File: config.mk
export PLATFORM = sky130hd
export DESIGN_NAME = irq_tree_encoder
export DESIGN_NICKNAME = d
export VERILOG_FILES = /design/src/rtl/itree_pkg.sv /design/src/rtl/itree_prio.sv /design/src/rtl/itree_regs.sv /design/src/rtl/irq_tree_encoder.sv
export SDC_FILE = /design/constraint.sdc
export NUM_CORES = 1
export LEC_CHECK = 0
export CORE_ASPECT_RATIO = 1.75
export CORE_MARGIN = 2
export CORE_UTILIZATION = 45
export DETAILED_ROUTE_END_ITERATION = 8
export PLACE_DENSITY = 0.73
export SETUP_SLACK_MARGIN = 0.4
export SLEW_MARGIN = 40
export SYNTH_ARGS = -nofsm -noshare
export SYNTH_HDL_FRONTEND = slang
export SYNTH_SLANG_ARGS = --single-unit
File: constraint.sdc
create_clock -name clk -period 2.65 [get_ports clk]
set_input_delay 0.265 -clock clk [delete_from_list [all_inputs] [get_ports clk]]
set_output_delay 0.265 -clock clk [all_outputs]
set_load 0.01 [all_outputs]
File: src/rtl/itree_pkg.sv
package itree_pkg;
    localparam int DW     = 32;
    localparam int AW     = 3;
    localparam int CRIT_N = 4;
    localparam int MAIN_N = 16;
    localparam int PER_N  = 32;
    localparam int DMA_N  = 32;
    localparam int CODE_W = 5;

    localparam int CRIT_ALIAS = 2;
    localparam int MAIN_ALIAS = 4;

    localparam logic [AW-1:0] A_STAT  = 3'd0;
    localparam logic [AW-1:0] A_MMASK = 3'd1;
    localparam logic [AW-1:0] A_PMASK = 3'd2;
    localparam logic [AW-1:0] A_PROMO = 3'd3;
    localparam logic [AW-1:0] A_DPEND = 3'd4;
    localparam logic [AW-1:0] A_DMASK = 3'd5;

    localparam logic [DW-1:0] MMASK_RST = 32'h0001_0FFF;
    localparam logic [DW-1:0] PMASK_RST = 32'h7FFF_FC00;
    localparam logic [DW-1:0] DMASK_RST = 32'hFFFF_FFFF;

    localparam int CV_BIT = 10;
    localparam int CC_LSB = 8;
    localparam int MV_BIT = 21;
    localparam int MC_LSB = 16;
    localparam int PV_BIT = 29;
    localparam int PC_LSB = 24;

    typedef enum logic [1:0] {
        PROMO_OFF  = 2'd0,
        PROMO_CRIT = 2'd1,
        PROMO_MAIN = 2'd2,
        PROMO_RSVD = 2'd3
    } promo_mode_e;
endpackage

File: src/rtl/itree_prio.sv
module itree_prio #(
    parameter int W  = 8,
    localparam int IW = $clog2(W)
) (
    input  logic [W-1:0]  req,
    output logic          valid,
    output logic [IW-1:0] idx
);
    always_comb begin
        valid = 1'b0;
        idx   = '0;
        for (int i = W - 1; i >= 0; i--) begin
            if (req[i]) begin
                valid = 1'b1;
                idx   = IW'(i);
            end
        end
    end
endmodule

File: src/rtl/itree_regs.sv
module itree_regs
    import itree_pkg::*;
(
    input  logic              clk,
    input  logic              rst,
    input  logic              wr_en,
    input  logic [AW-1:0]     addr,
    input  logic [DW-1:0]     wdata,
    input  logic [DMA_N-1:0]  dma_set,
    output logic [DW-1:0]     main_mask,
    output logic [DW-1:0]     per_mask,
    output logic [4:0]        promo_src,
    output promo_mode_e       promo_mode,
    output logic [DMA_N-1:0]  dma_pend,
    output logic [DMA_N-1:0]  dma_mask
);
    logic [DMA_N-1:0] clr_bits;

    always_comb begin
        clr_bits = '0;
        if (wr_en && addr == A_DPEND) clr_bits = wdata[DMA_N-1:0];
    end

    always_ff @(posedge clk) begin
        if (rst) begin
            main_mask  <= MMASK_RST;
            per_mask   <= PMASK_RST;
            dma_mask   <= DMASK_RST[DMA_N-1:0];
            dma_pend   <= '0;
            promo_src  <= '0;
            promo_mode <= PROMO_OFF;
        end else begin
            dma_pend <= (dma_pend & ~clr_bits) | dma_set;
            if (wr_en) begin
                case (addr)
                    A_MMASK: main_mask <= wdata;
                    A_PMASK: per_mask  <= wdata;
                    A_DMASK: dma_mask  <= wdata[DMA_N-1:0];
                    A_PROMO: begin
                        promo_src  <= wdata[4:0];
                        promo_mode <= promo_mode_e'(wdata[9:8]);
                    end
                    default: ;
                endcase
            end
        end
    end


    reset_vals_chk: assert property (@(posedge clk) disable iff (rst)
        $past(rst) |-> (main_mask == MMASK_RST && per_mask == PMASK_RST &&
                        dma_pend == '0 && promo_mode == PROMO_OFF));


    w1c_clear_chk: assert property (@(posedge clk) disable iff (rst)
        (wr_en && addr == A_DPEND && dma_set == '0)
            |=> ((dma_pend & $past(wdata[DMA_N-1:0])) == '0));


    set_wins_chk: assert property (@(posedge clk) disable iff (rst)
        (dma_set != '0) |=> ((dma_pend & $past(dma_set)) == $past(dma_set)));
endmodule

File: src/rtl/irq_tree_encoder.sv
module irq_tree_encoder
    import itree_pkg::*;
(
    input  logic               clk,
    input  logic               rst,
    input  logic [CRIT_N-1:0]  crit_req,
    input  logic [MAIN_N-1:0]  main_req,
    input  logic [PER_N-1:1]   per_req,
    input  logic [DMA_N-1:0]   dma_set,
    input  logic               wr_en,
    input  logic [AW-1:0]      addr,
    input  logic [DW-1:0]      wdata,
    output logic [DW-1:0]      rdata
);
    localparam int CIW = $clog2(CRIT_N);
    localparam int MIW = $clog2(MAIN_N);
    localparam int PIW = $clog2(PER_N);

    logic [DW-1:0]    main_mask, per_mask;
    logic [4:0]       promo_src;
    promo_mode_e      promo_mode;
    logic [DMA_N-1:0] dma_pend, dma_mask;

    itree_regs u_regs (
        .clk(clk), .rst(rst), .wr_en(wr_en), .addr(addr), .wdata(wdata),
        .dma_set(dma_set), .main_mask(main_mask), .per_mask(per_mask),
        .promo_src(promo_src), .promo_mode(promo_mode),
        .dma_pend(dma_pend), .dma_mask(dma_mask)
    );

    // peripheral tier: source 0 is the DMA summary
    logic             dma_any;
    logic [PER_N-1:0] per_raw, per_live, per_ord, promo_sel;
    logic             promo_on, promo_hit;

    assign dma_any  = |(dma_pend & ~dma_mask);
    assign per_raw  = {per_req, dma_any};
    assign promo_on = (promo_mode == PROMO_CRIT) || (promo_mode == PROMO_MAIN);
    assign promo_sel = promo_on ? ({{(PER_N-1){1'b0}}, 1'b1} << promo_src) : '0;

    for (genvar n = 0; n < PER_N; n++) begin : g_per
        assign per_live[n] = per_raw[n] & ~per_mask[PER_N-1-n];
    end

    assign promo_hit = promo_on & per_live[promo_src];
    assign per_ord   = per_live & ~promo_sel;

    // critical tier, slot CRIT_ALIAS carries the promoted peripheral
    logic [CRIT_N-1:0] crit_vec;
    for (genvar i = 0; i < CRIT_N; i++) begin : g_crit
        if (i == CRIT_ALIAS) begin : g_alias
            assign crit_vec[i] = promo_hit && (promo_mode == PROMO_CRIT);
        end else begin : g_pin
            assign crit_vec[i] = crit_req[i];
        end
    end

    // main tier, slot MAIN_ALIAS carries the promoted peripheral
    logic [MAIN_N-1:0] main_vec;
    for (genvar n = 0; n < MAIN_N; n++) begin : g_main
        if (n == MAIN_ALIAS) begin : g_alias
            assign main_vec[n] = promo_hit && (promo_mode == PROMO_MAIN);
        end else begin : g_pin
            assign main_vec[n] = main_req[n] & ~main_mask[MAIN_N-1-n];
        end
    end

    logic           crit_v, main_v, ord_v;
    logic [CIW-1:0] crit_idx;
    logic [MIW-1:0] main_idx;
    logic [PIW-1:0] ord_idx;

    itree_prio #(.W(CRIT_N)) u_crit (.req(crit_vec), .valid(crit_v), .idx(crit_idx));
    itree_prio #(.W(MAIN_N)) u_main (.req(main_vec), .valid(main_v), .idx(main_idx));
    itree_prio #(.W(PER_N))  u_per  (.req(per_ord),  .valid(ord_v),  .idx(ord_idx));

    logic              per_v;
    logic [CODE_W-1:0] per_code;
    assign per_v    = promo_hit | ord_v;
    assign per_code = promo_hit ? promo_src : CODE_W'(ord_idx);

    logic [DW-1:0] status;
    always_comb begin
        status = '0;
        status[CV_BIT]                = crit_v;
        status[CC_LSB +: CIW]         = crit_idx;
        status[MV_BIT]                = main_v;
        status[MC_LSB +: CODE_W]      = CODE_W'(main_idx);
        status[PV_BIT]                = per_v;
        status[PC_LSB +: CODE_W]      = per_code;
    end

    always_comb begin
        case (addr)
            A_STAT:  rdata = status;
            A_MMASK: rdata = main_mask;
            A_PMASK: rdata = per_mask;
            A_PROMO: rdata = {22'b0, promo_mode, 3'b0, promo_src};
            A_DPEND: rdata = DW'(dma_pend);
            A_DMASK: rdata = DW'(dma_mask);
            default: rdata = '0;
        endcase
    end


    crit_lowest_chk: assert property (@(posedge clk) disable iff (rst)
        crit_v |-> (crit_vec[crit_idx] &&
                    (crit_vec & ((CRIT_N'(1) << crit_idx) - CRIT_N'(1))) == '0));


    main_lowest_chk: assert property (@(posedge clk) disable iff (rst)
        main_v |-> (main_vec[main_idx] &&
                    (main_vec & ((MAIN_N'(1) << main_idx) - MAIN_N'(1))) == '0));


    crit_alias_chk: assert property (@(posedge clk) disable iff (rst)
        (status[CV_BIT] && status[CC_LSB +: CIW] == CIW'(CRIT_ALIAS))
            |-> (status[PV_BIT] && status[PC_LSB +: CODE_W] == promo_src));


    main_alias_chk: assert property (@(posedge clk) disable iff (rst)
        (status[MV_BIT] && status[MC_LSB +: CODE_W] == CODE_W'(MAIN_ALIAS))
            |-> (status[PV_BIT] && status[PC_LSB +: CODE_W] == promo_src));
endmodule

==> qor.yml <==
outcome:
  status: "finished with violations"
  violations: "setup timing"
floorplan:
  die_area_um2: 19300
  initial_core_util_pct: 45.7
  core_um2: 17900
  dieHeight_um: 182
  fp.dieW_um: 106
  ioPinCount: 153
  row_count: 65
critical_path:
  required_ps: 2380
  critPathKind: "reg -> out"
  cp_max_fo: 5
  startpoint_type: "flop"
  reg2reg_slack_ps: 1730
  arrival_ps: 2930
  cp-end-kind: "output port"
power_and_ir_drop:
  p_leak_nw: 5.44
  ir_drop_mv: 0.614
  powerDensity_nw_per_um2: 428
drt:
  vias: 9787
  viasPerCell: 5.79
  initialDrtViolationCount: 579
  drc: 0
  firstDrtPassIters: 6
  wl_per_cell_um: 20.6
  ant_nets: 0
  wl_um: 34800
synthesis:
  synth_nets: 1204
  synth_flop_cell: "dfxtp_1"
  syn_area_per_cell_um2: 7.56
  synth_area_leaders: "dfxtp_1, nand2_1, nand3b_1"
  syn_area_um2: 8170
  synthArstFlopShare_pct: 0
  yosysTopAreaCellShare_pct: 33.1
  ys_ff_latch: 135
  synth.most_common_cell: "nand2_1"
  syn-instance-count: 1081
  synth_common_cells: "nand2_1, dfxtp_1, a21oi_1"
  yosysTopAreaCell: "dfxtp_1"
  seq_area_frac_synth_pct: 33.1
  synth-warning-count: 0
  yosys.cell_types.count: 74
  synth_edf_count: 0
clocking:
  cts_tree: "yes"
  cts-hold-fix-buffers: 0
  clock-sinks: 135
  insertion_delay_ps: 420
  root_buffer: "clkbuf_16"
  cts_buffers: 17
  clk_path_buf_depth: 2
  path_clk_slew_ps: 60
  htree_num_levels: 4
place:
  preCtsSetupSlack_ps: -723
  place.gp.congestion: 1.13
  io_buffer_count: 150
  dpl.cell_count: 1636
  place_area_um2: 11700
  dp_hpwl_um: 26600
layout:
  layout.cells.non_filler: 1689
  finalInstanceArea_um2: 12900
  fin_nets: 1566
  drive_gt1_share_pct: 28.8
  syn_to_final_growth_pct: 57.6
sta:
  fmax_mhz: 313
  hold_violations: 0
  rsz0062_at_grt: "true"
  fin_crit_ps: 3200
  tightestPinTransition_ps: 531
  setup_viol_count_final: 14
  hold_slack_ps: 285
  post-route-period-util_pct: 121
  fin_skew_ps: 0
  maxSlewViolCount: 0
  relSlewSlack_pct: 64.6
  fin_ws_ps: -548
grt:
  grt_usage_pct: 35.6
  grt_pass1_vias: 9676
  grt_first_pass_wirelength_um: 52600
  grt_max_degree: 60
  grt_overflow_total: 0
  antenna_found_initial: 0
flow_run:
  drv_cap: 0
hold_path:
  hold_class: "in -> reg"
state kept, by name (all words and copies together) (netlist names):
| name | cells |
|---|---|
| u_regs.dma_pend | 32 |
| u_regs.promo_src | 5 |
| u_regs.per_mask | 32 |
| u_regs.main_mask | 32 |
| u_regs.dma_mask | 32 |
| u_regs.promo_mode | 2 |
where the power goes:
group / switching (mW) / internal (mW) / leakage, nW
sequential: 0.0581 / 2.11 / 1.11
combinational: 0.622 / 0.660 / 4.08
clock: 0.829 / 1.22 / 0.251
total: 1.51 / 4.00 / 5.44
layout make-up:
type | instances | area [um2]
multi-input combinational | 852 | 5660
inverter | 21 | 83.8
antenna | 1 | 2.50
fill | 1460 | 5020
clock inverter | 5 | 25.0
tap | 234 | 293
clock buffer | 25 | 475
sequential | 135 | 2720
timing repair buffer | 416 | 3620
per-layer routing:
metal / vias to the layer above / wire length (um) / GRT usage [%]
met3: 139 / 2030 / 3.93
li1: 4559 / - / -
met1: 4627 / 12400 / 38.7
met4: 0 / 2740 / 26.3
met5: - / 0 / 0
met2: 462 / 17700 / 63.1
stage by stage:
step	util [%]	power, mW	setup TNS, ps
after detailed placement	65.6	3.42	-8470
final	72.0	5.51	-3930
after CTS	70.7	5.48	-3620
after floorplan	-	2.72	0
after global placement	65.6	3.41	-8720
after global routing	71.9	5.69	-5290
cells in the final DEF, fill, tap and decap left out, drive strengths merged, types with 15 or more instances in the layout:
cell type,n
nand2b,43
a22oi,32
nand3b,66
nor3,15
nor2,78
buf,283
o21ai,20
dfxtp,135
nand2,247
o22ai,24
mux2i,37
clkbuf,28
dlygate4sd2,15
inv,20
clkdlybuf4s50,115
a21oi,86
nor2b,37
critical path: stages, from the launching register on:
cell and delay, ps:
dfxtp_4 370, buf_4 150, buf_4 140, nand2b_1 210, buf_4 190, o21a_1 180, a2111oi_1 420, a211o_1 190
a211o_1 270, o21ba_4 170, o221ai_2 70, buf_2 150
cells by family (layout without fill, tap and decap cells):
| family | after synthesis | after routing | share of synthesized area [%] |
|---|---|---|---|
| multiplexers | 57 | 57 | 8.12 |
| AO/OA/AOI/OAI | 253 | 253 | 20.8 |
| other | 0 | 1 | 0 |
| adder cells (fa/ha/maj) | 2 | 2 | 0.306 |
| buffers and inverters | 94 | 467 | 4.81 |
| flip-flops | 135 | 135 | 33.1 |
| AND/OR/NAND/NOR | 540 | 540 | 32.9 |
final timing paths:
| check | start | end | cells after the start |
|---|---|---|---|
| worst max register to register | u_regs.per_mask[30] | u_regs.per_mask[30] | 3 |
| worst min-delay path | rst | u_regs.dma_pend[31] | 2 |
| worst max-delay path | u_regs.promo_src[2] | rdata[24] | 11 |
| worst min register to register | u_regs.main_mask[31] | u_regs.main_mask[31] | 2 |
repair_timing:
item,4_1_cts,5_1_grt
setup buffers,17,5
gates resized for setup,161,44
endpoints found under the setup margin,32,17
pin swaps,32,10
(Power assumes the default switching activity.)
